--- config.mk ---
export PLATFORM = sky130hd
export DESIGN_NAME = id_hazard_branch_unit
export DESIGN_NICKNAME = d
export VERILOG_FILES = /design/src/rtl/hzd_pkg.sv /design/src/rtl/hzd_decode.sv /design/src/rtl/hzd_load_use.sv /design/src/rtl/hzd_branch_eq.sv /design/src/rtl/id_hazard_branch_unit.sv
export SDC_FILE = /design/constraint.sdc
export NUM_CORES = 1
export LEC_CHECK = 0
export ABC_AREA = 0
export BUFFER_PORTS_ARGS = -buffer_cell sky130_fd_sc_hd__buf_2
export CAP_MARGIN = 15
export CORE_ASPECT_RATIO = 0.75
export CORE_MARGIN = 3
export CORE_UTILIZATION = 53
export DETAILED_ROUTE_END_ITERATION = 6
export PLACE_DENSITY = 0.87
export SLEW_MARGIN = 20
export SYNTH_ARGS = -nofsm -noshare
export SYNTH_HDL_FRONTEND = slang
export SYNTH_HIERARCHICAL = 1
export SYNTH_SLANG_ARGS = --single-unit
export TNS_END_PERCENT = 20
--- constraint.sdc ---
create_clock -name clk -period 3.8 [get_ports clk]
set_input_delay 0.38 -clock clk [delete_from_list [all_inputs] [get_ports clk]]
set_output_delay 0.38 -clock clk [all_outputs]
set_load 0.05 [all_outputs]
--- src/rtl/hzd_pkg.sv ---
package hzd_pkg;

    localparam int INSTR_W = 32;
    localparam int OP_W    = 6;
    localparam int IDX_W   = 5;
    localparam int IMM_W   = 16;

    localparam logic [OP_W-1:0] OP_ALU   = 6'h00;
    localparam logic [OP_W-1:0] OP_LOAD  = 6'h23;
    localparam logic [OP_W-1:0] OP_STORE = 6'h2B;
    localparam logic [OP_W-1:0] OP_BREQ  = 6'h04;

    // Control bundle carried into execute; field order fixes the bit layout.
    typedef struct packed {
        logic reg_write;
        logic mem_read;
        logic mem_write;
        logic mem_to_reg;
        logic alu_src;
        logic reg_dst;
    } ctrl_t;

    localparam int CTRL_W = $bits(ctrl_t);

    typedef struct packed {
        logic [INSTR_W-1:0] instr;
        logic [63:0]        pc;
    } ifid_wide_t;

    typedef struct packed {
        ctrl_t            ctrl;
        logic [IDX_W-1:0] rs;
        logic [IDX_W-1:0] rt;
        logic [IDX_W-1:0] rd;
    } idex_t;

    function automatic ctrl_t ctrl_of(input logic [OP_W-1:0] op);
        ctrl_t c;
        c = '0;
        unique case (op)
            OP_ALU: begin
                c.reg_write = 1'b1;
                c.reg_dst   = 1'b1;
            end
            OP_LOAD: begin
                c.reg_write  = 1'b1;
                c.mem_read   = 1'b1;
                c.mem_to_reg = 1'b1;
                c.alu_src    = 1'b1;
            end
            OP_STORE: begin
                c.mem_write = 1'b1;
                c.alu_src   = 1'b1;
            end
            default: c = '0;
        endcase
        return c;
    endfunction

    function automatic logic [OP_W-1:0] op_field(input logic [INSTR_W-1:0] i);
        return i[31:26];
    endfunction

    function automatic logic [IDX_W-1:0] rs_field(input logic [INSTR_W-1:0] i);
        return i[25:21];
    endfunction

    function automatic logic [IDX_W-1:0] rt_field(input logic [INSTR_W-1:0] i);
        return i[20:16];
    endfunction

    function automatic logic [IDX_W-1:0] rd_field(input logic [INSTR_W-1:0] i);
        return i[15:11];
    endfunction

    function automatic logic [IMM_W-1:0] imm_field(input logic [INSTR_W-1:0] i);
        return i[15:0];
    endfunction

endpackage

--- src/rtl/hzd_decode.sv ---
module hzd_decode
    import hzd_pkg::*;
(
    input  logic [INSTR_W-1:0] instr,
    output logic [IDX_W-1:0]   rs,
    output logic [IDX_W-1:0]   rt,
    output logic [IDX_W-1:0]   rd,
    output logic [IMM_W-1:0]   imm,
    output ctrl_t              ctrl,
    output logic               is_breq
);

    logic [OP_W-1:0] op;

    always_comb begin
        op      = op_field(instr);
        rs      = rs_field(instr);
        rt      = rt_field(instr);
        rd      = rd_field(instr);
        imm     = imm_field(instr);
        ctrl    = ctrl_of(op);
        is_breq = (op == OP_BREQ);
    end

endmodule

--- src/rtl/hzd_load_use.sv ---
module hzd_load_use
    import hzd_pkg::*;
#(
    parameter int N_SRC = 2
) (
    input  logic                        ex_mem_read,
    input  logic [IDX_W-1:0]            ex_dst,
    input  logic [N_SRC-1:0][IDX_W-1:0] id_src,
    output logic                        stall
);

    logic [N_SRC-1:0] hit;

    // One comparator per decode-stage source operand.
    for (genvar g = 0; g < N_SRC; g++) begin : g_src
        assign hit[g] = (id_src[g] == ex_dst);
    end

    assign stall = ex_mem_read && (|hit);

endmodule

--- src/rtl/hzd_branch_eq.sv ---
module hzd_branch_eq
    import hzd_pkg::*;
#(
    parameter int XLEN = 32
) (
    input  logic [XLEN-1:0]  opa,
    input  logic [XLEN-1:0]  opb,
    input  logic             is_breq,
    input  logic             hold,
    input  logic [XLEN-1:0]  br_pc,
    input  logic [IMM_W-1:0] offset,
    output logic             taken,
    output logic [XLEN-1:0]  target
);

    localparam int EXT_W = XLEN - IMM_W - 2;

    logic [XLEN-1:0] diff;
    logic [XLEN-1:0] disp;

    // Per-bit difference; equality is the NOR of all difference bits.
    for (genvar b = 0; b < XLEN; b++) begin : g_xor
        assign diff[b] = opa[b] ^ opb[b];
    end

    assign disp   = {{EXT_W{offset[IMM_W-1]}}, offset, 2'b00};
    assign target = br_pc + XLEN'(4) + disp;
    assign taken  = is_breq && !hold && !(|diff);

endmodule

--- src/rtl/id_hazard_branch_unit.sv ---
module id_hazard_branch_unit
    import hzd_pkg::*;
#(
    parameter int              XLEN     = 32,
    parameter logic [XLEN-1:0] RESET_PC = '0
) (
    input  logic               clk,
    input  logic               rst,
    input  logic [31:0]        fetch_instr,
    input  logic [XLEN-1:0]    rs_val,
    input  logic [XLEN-1:0]    rt_val,
    output logic [XLEN-1:0]    pc,
    output logic [31:0]        ifid_instr,
    output logic [XLEN-1:0]    ifid_pc,
    output logic [4:0]         rs_idx,
    output logic [4:0]         rt_idx,
    output logic [5:0]         ex_ctrl,
    output logic [4:0]         ex_rs,
    output logic [4:0]         ex_rt,
    output logic [4:0]         ex_rd,
    output logic               stall,
    output logic               flush,
    output logic               pc_write,
    output logic               ifid_write
);

    logic [XLEN-1:0]    pc_q, pc_d;
    logic [INSTR_W-1:0] if_instr_q, if_instr_d;
    logic [XLEN-1:0]    if_pc_q, if_pc_d;
    idex_t              ex_q, ex_d;

    logic [IDX_W-1:0]   d_rs, d_rt, d_rd;
    logic [IMM_W-1:0]   d_imm;
    ctrl_t              d_ctrl;
    logic               d_breq;
    logic               hz;
    logic               br_taken;
    logic [XLEN-1:0]    br_target;
    ctrl_t              ex_ctrl_s;

    hzd_decode u_dec (
        .instr   (if_instr_q),
        .rs      (d_rs),
        .rt      (d_rt),
        .rd      (d_rd),
        .imm     (d_imm),
        .ctrl    (d_ctrl),
        .is_breq (d_breq)
    );

    assign ex_ctrl_s = ex_q.ctrl;

    hzd_load_use #(.N_SRC(2)) u_lu (
        .ex_mem_read (ex_ctrl_s.mem_read),
        .ex_dst      (ex_q.rt),
        .id_src      ({d_rs, d_rt}),
        .stall       (hz)
    );

    hzd_branch_eq #(.XLEN(XLEN)) u_br (
        .opa     (rs_val),
        .opb     (rt_val),
        .is_breq (d_breq),
        .hold    (hz),
        .br_pc   (if_pc_q),
        .offset  (d_imm),
        .taken   (br_taken),
        .target  (br_target)
    );

    always_comb begin
        pc_d       = pc_q + XLEN'(4);
        if_instr_d = fetch_instr;
        if_pc_d    = pc_q;
        ex_d.ctrl  = d_ctrl;
        ex_d.rs    = d_rs;
        ex_d.rt    = d_rt;
        ex_d.rd    = d_rd;
        if (hz) begin
            pc_d       = pc_q;
            if_instr_d = if_instr_q;
            if_pc_d    = if_pc_q;
            ex_d.ctrl  = '0;
        end else if (br_taken) begin
            pc_d       = br_target;
            if_instr_d = '0;
            if_pc_d    = '0;
        end
    end

    always_ff @(posedge clk) begin
        if (rst) begin
            pc_q       <= RESET_PC;
            if_instr_q <= '0;
            if_pc_q    <= '0;
            ex_q       <= '0;
        end else begin
            pc_q       <= pc_d;
            if_instr_q <= if_instr_d;
            if_pc_q    <= if_pc_d;
            ex_q       <= ex_d;
        end
    end

    assign pc         = pc_q;
    assign ifid_instr = if_instr_q;
    assign ifid_pc    = if_pc_q;
    assign rs_idx     = d_rs;
    assign rt_idx     = d_rt;
    assign ex_ctrl    = ex_q.ctrl;
    assign ex_rs      = ex_q.rs;
    assign ex_rt      = ex_q.rt;
    assign ex_rd      = ex_q.rd;
    assign stall      = hz;
    assign flush      = br_taken;
    assign pc_write   = !hz;
    assign ifid_write = !hz;

endmodule

# Word-level counts from Yosys, hierarchy flattened
# Index checks and enable logic that the tools add are counted.
# totals
regBits	116
inputBits	98
output_inout_bits	131
word_cells	70
# op_classes
n_addsub	3
n_eq_ne	5
muxes	8
bitwise_logic	32
reduce_logical	11
# ops
operator	count
32-bit two-way mux	3
32-bit by 3-bit adder with 32-bit output (second input constant)	2
32-bit adder	1
32-bit OR reduction	1
1-bit XOR	32
6-bit == test (second input constant)	2
5-bit == test	2
2-bit OR reduction	4
6-bit by 3-bit == test with 1-bit output (second input constant)	1
6-bit logical NOT	1
1-bit two-way mux	5
1-bit logical AND	3
1-bit logical NOT	2

# Logic depth before layout (Yosys ltp)
# depth
ltp_word	7
depth_mapped	16
mapped_depth_nobuf	15

# Hierarchy
# Netlist, hierarchy kept.
# modules_own_cells
module	n_inst	cells_each	area_per_inst_um2	seq_area_each_um2
id_hazard_branch_unit	1	578	4978.5	2342.2
hzd_branch_eq	1	281	2233.4	0.0
hzd_decode	1	41	317.8	0.0
hzd_load_use	1	15	113.9	0.0

# Worst setup path before layout
# OpenSTA, ideal clock, no wires.
# synth_timing
kind	flip-flop to flip-flop
start	register if_instr_q[17] (netlist: ifid_instr[17])
end	register if_instr_q[28] (netlist: ifid_instr[28])
setup_time_ns	0.128
t_arrival_ns	4.769
t_required_ns	3.672
setup_slack_ns	-1.097
stages_incl_launch_ff	14
n_path_buf	4
period_less_slack_ns	4.897
path_cell_list	dfxtp_1 -> buf_4 -> xnor2_1 -> nand4_1 -> o22ai_1 -> nor4b_1 -> nand4_1 -> nor4_1 -> clkbuf_1 -> clkbuf_1 -> nor2_1 -> clkbuf_1 -> a22oi_1 -> nor2_1
# synth_via
elab_chain_len	7
# synth_lines
element	line	source
start, declared	id_hazard_branch_unit.sv:28	logic [INSTR_W-1:0] if_instr_q, if_instr_d;
start signal, assigned	id_hazard_branch_unit.sv:99	if_instr_q <= if_instr_d;
5-bit == test	hzd_load_use.sv:16	assign hit[g] = (id_src[g] == ex_dst);
2-bit OR reduction	hzd_load_use.sv:19	assign stall = ex_mem_read && (|hit);
1-bit logical AND	hzd_load_use.sv:19	
named net stall	id_hazard_branch_unit.sv:21	output logic stall,
1-bit logical NOT	hzd_branch_eq.sv:28	assign taken = is_breq && !hold && !(|diff);
1-bit logical AND (2 in series)	hzd_branch_eq.sv:28	
named net flush	id_hazard_branch_unit.sv:22	output logic flush,
32-bit two-way mux	id_hazard_branch_unit.sv:84	end else if (br_taken) begin
# The timed path passes the listed nets, and every way through them passes these cells.
# A chain may end at the register's enable or synchronous reset.

# Worst setup path after layout
# layout_timing
start	register if_instr_q[26] (netlist: ifid_instr[26])
end	output port flush
# layout_via
elab_chain_len	3
# layout_lines
element	line	source
6-bit by 3-bit == test with 1-bit output	hzd_decode.sv:22	is_breq = (op == OP_BREQ);
named net d_breq	id_hazard_branch_unit.sv:35	logic d_breq;
1-bit logical AND (2 in series)	hzd_branch_eq.sv:28	
end, declared	id_hazard_branch_unit.sv:22	
# The timed path passes the listed nets, and every way through them passes these cells.

==> impl_metrics.yaml <==
timing:
  rsz0062_at_grt: "false"
  max-slew-margin-rel_pct: 35.9
  timing.fmax_mhz: 287
  finalHoldViolations: 0
  worst_pin_slew_ns: 0.960
  skew_ns: 0.0101
  slew_viol_final: 0
  fin_crit_sh_pct: 91.8
  fin_crit_ns: 3.49
  finalSetupViolations: 0
  tns_ns: 0
placement:
  numPortBuffers: 228
  gp_congestion: 1.01
  hpwl_um: 16400
  placed_cells: 1238
cts:
  cts_tree: "built"
  postCtsResizedCells: 0
  clk_path_buf_depth: 2
  cts_max_level: 4
  cts-root-buf: "clkbuf_16"
  cts_buffers: 17
  cts.sinks: 117
  post_cts_buffers: 0
  clk_latency_ns: 0.42
  holdBufCountCts: 0
  clk_pin_slew_ns: 0.06
grt:
  grt-ovfl-total: 0
  antenna_found_initial: 0
  grt_use_total_pct: 27.3
  grt_start_max_net_pins: 53
  grt_pass1_wl_um: 35000
  grt_pass1_vias: 6799
status:
  status: "finished, final reports clean"
die:
  start_util_pct: 55.0
  rows: 37
  core_sq_um: 13900
  die_x_um: 145
  ios: 229
  die_area_sq_um: 15900
  die_y_um: 110
power_and_ir_drop:
  ir_drop_v: 0.000306
  power.leakage_nw: 4.45
  p_per_area_nw_per_um2: 356
job:
  drv_cap: 0
logic_synthesis:
  synthArstFlopShare_pct: 0
  synth.cell_area_sq_um: 7640
  yosys_warnings: 6
  synth_flop_cell: "dfxtp_1"
  ys_types: 77
  ys_seq_elements: 117
  syn-num-nets: 1072
  synth.yosys.seq_area_share_pct: 30.6
  syn_inst: 915
  synth_edf_count: 0
  avgSynthCellArea_sq_um: 8.35
route:
  num_vias: 7778
  ant_nets: 0
  wirelength_um: 22800
  wl_per_cell_um: 18.0
  vias_per_cell: 6.12
  drt_iter0_drc: 985
  dr.pass1.iters: 6
  post-route-drc-count: 0
setup_path:
  critical_path_required_ns: 3.42
  cp-end-kind: "output port"
  r2r_slack_ns: 0.33
  critPathArrivalTime_ns: 3.11
  cp-start-kind: "register"
  path_class: "reg2out"
  cp_max_fo: 34
layout:
  antennaDiodeCount: 0
  layout.cells.non_filler: 1270
  mostFrequentLayoutCell: "buf_2"
  area_growth_pct: 20.2
  mostFrequentLayoutCells: "227 x buf_2, 117 x dfxtp_1, 107 x nor2_1"
  layout.nets: 1239
  drive_above_1_share_pct: 27.5
hold_path:
  hp-class: "in2reg"
[Yosys cell counts, drive strengths merged, types with 3 or more instances]
cell / count / share of area [%]
a2111oi: 4 / 0.87
a211oi: 6 / 0.59
a21o: 12 / 1.2
a21oi: 73 / 4.8
a22o: 5 / 0.57
a22oi: 46 / 4.5
a311o: 5 / 0.65
a31oi: 16 / 1.5
and2: 10 / 0.82
and3: 33 / 2.7
and4: 6 / 0.74
buf: 52 / 4.8
clkbuf: 42 / 2.1
dfxtp: 117 / 31
ha: 58 / 9.5
inv: 14 / 0.69
mux2i: 6 / 0.79
nand2: 43 / 2.2
nand2b: 3 / 0.25
nand3: 18 / 1.2
nand4: 25 / 2.4
nor2: 108 / 5.3
nor2b: 20 / 1.6
nor3: 16 / 1.1
nor3b: 3 / 0.29
nor4: 15 / 1.2
nor4b: 3 / 0.43
o2111ai: 3 / 0.34
o211ai: 7 / 0.69
o21a: 5 / 0.49
o21ai: 27 / 1.8
o21bai: 3 / 0.29
o221ai: 3 / 0.34
o22ai: 3 / 0.25
o41ai: 3 / 0.34
or2: 3 / 0.28
or4: 3 / 0.31
xnor2: 45 / 5.2
xor2: 24 / 2.8
[cell type report]
type                       instances  area (sq um)
clock buffer                      17           425
clock inverter                    15           144
fill                            1144          4700
inverter                          14          52.6
multi-input combinational        689          4750
sequential                       117          2340
tap                              175           219
timing repair buffer             243          1260
[layer usage]
layer  track usage, %  vias up  wire length (um)
li1                 -     3666                 -
met1             39.5     3642              9910
met2             40.8      431             10200
met3             6.55       39              2370
met4             7.06        0               345
met5                0        -                 0
[registers in the layout, indices dropped and copies added, names as in the netlist]
register    cells
ifid_instr     32
ifid_pc        32
pc             32
ex_ctrl         6
ex_rd           5
ex_rs           5
ex_rt           5
[final timing paths]
check,from,endpoint,depth (start not counted)
setup / recovery,ifid_instr[26]$_SDFFE_PP0N_,flush,7
hold / removal,fetch_instr[14],ifid_instr[14]$_SDFFE_PP0N_,3
hold reg to reg,ifid_instr[11]$_SDFFE_PP0N_,ex_rd[0]$_SDFF_PP0_,1
setup reg to reg,ifid_instr[1]$_SDFFE_PP0N_,pc[31]$_SDFFE_PP0N_,14
[worst max-delay path, cell delays in order (launching register included)]
cell	delay (ns)
dfxtp_1	0.34
or3_4	0.42
nor4b_2	0.23
nor4b_1	0.43
nand4_1	0.22
nor4_4	0.27
buf_4	0.41
buf_2	0.36
[cells by family after synthesis]
family	share of synthesized area (%)
buffers and inverters	7.68
adder cells (fa/ha/maj)	9.76
multiplexers	0.933
flip-flops	30.6
AO/OA/AOI/OAI	21.6
XOR/XNOR	7.91
AND/OR/NAND/NOR	21.4
[where the power goes]
part / switching [mW] / leakage, nW / internal, mW
clock: 0.641 / 0.273 / 0.914
sequential: 0.0368 / 0.955 / 1.26
combinational: 0.275 / 3.22 / 0.148
[per-stage QoR]
stage / area (sq um) / setup slack [ns] / hold WS [ns] / power (mW) / utilization (%)
final: 9190 / 0.313 / 0.193 / 3.27 / 66.2
after global routing: 9190 / 0.0299 / 0.199 / 3.38 / 66.2
after CTS: 9190 / 0.390 / 0.187 / 3.29 / 66.2
after detailed placement: 8620 / 0.494 / 0.500 / 1.74 / 62.1
after global placement: 8620 / 0.617 / 0.486 / 1.73 / 62.1
after floorplan: 7660 / 0.0150 / 0.524 / 1.63 / -
Power figures use the tool's default switching activity.
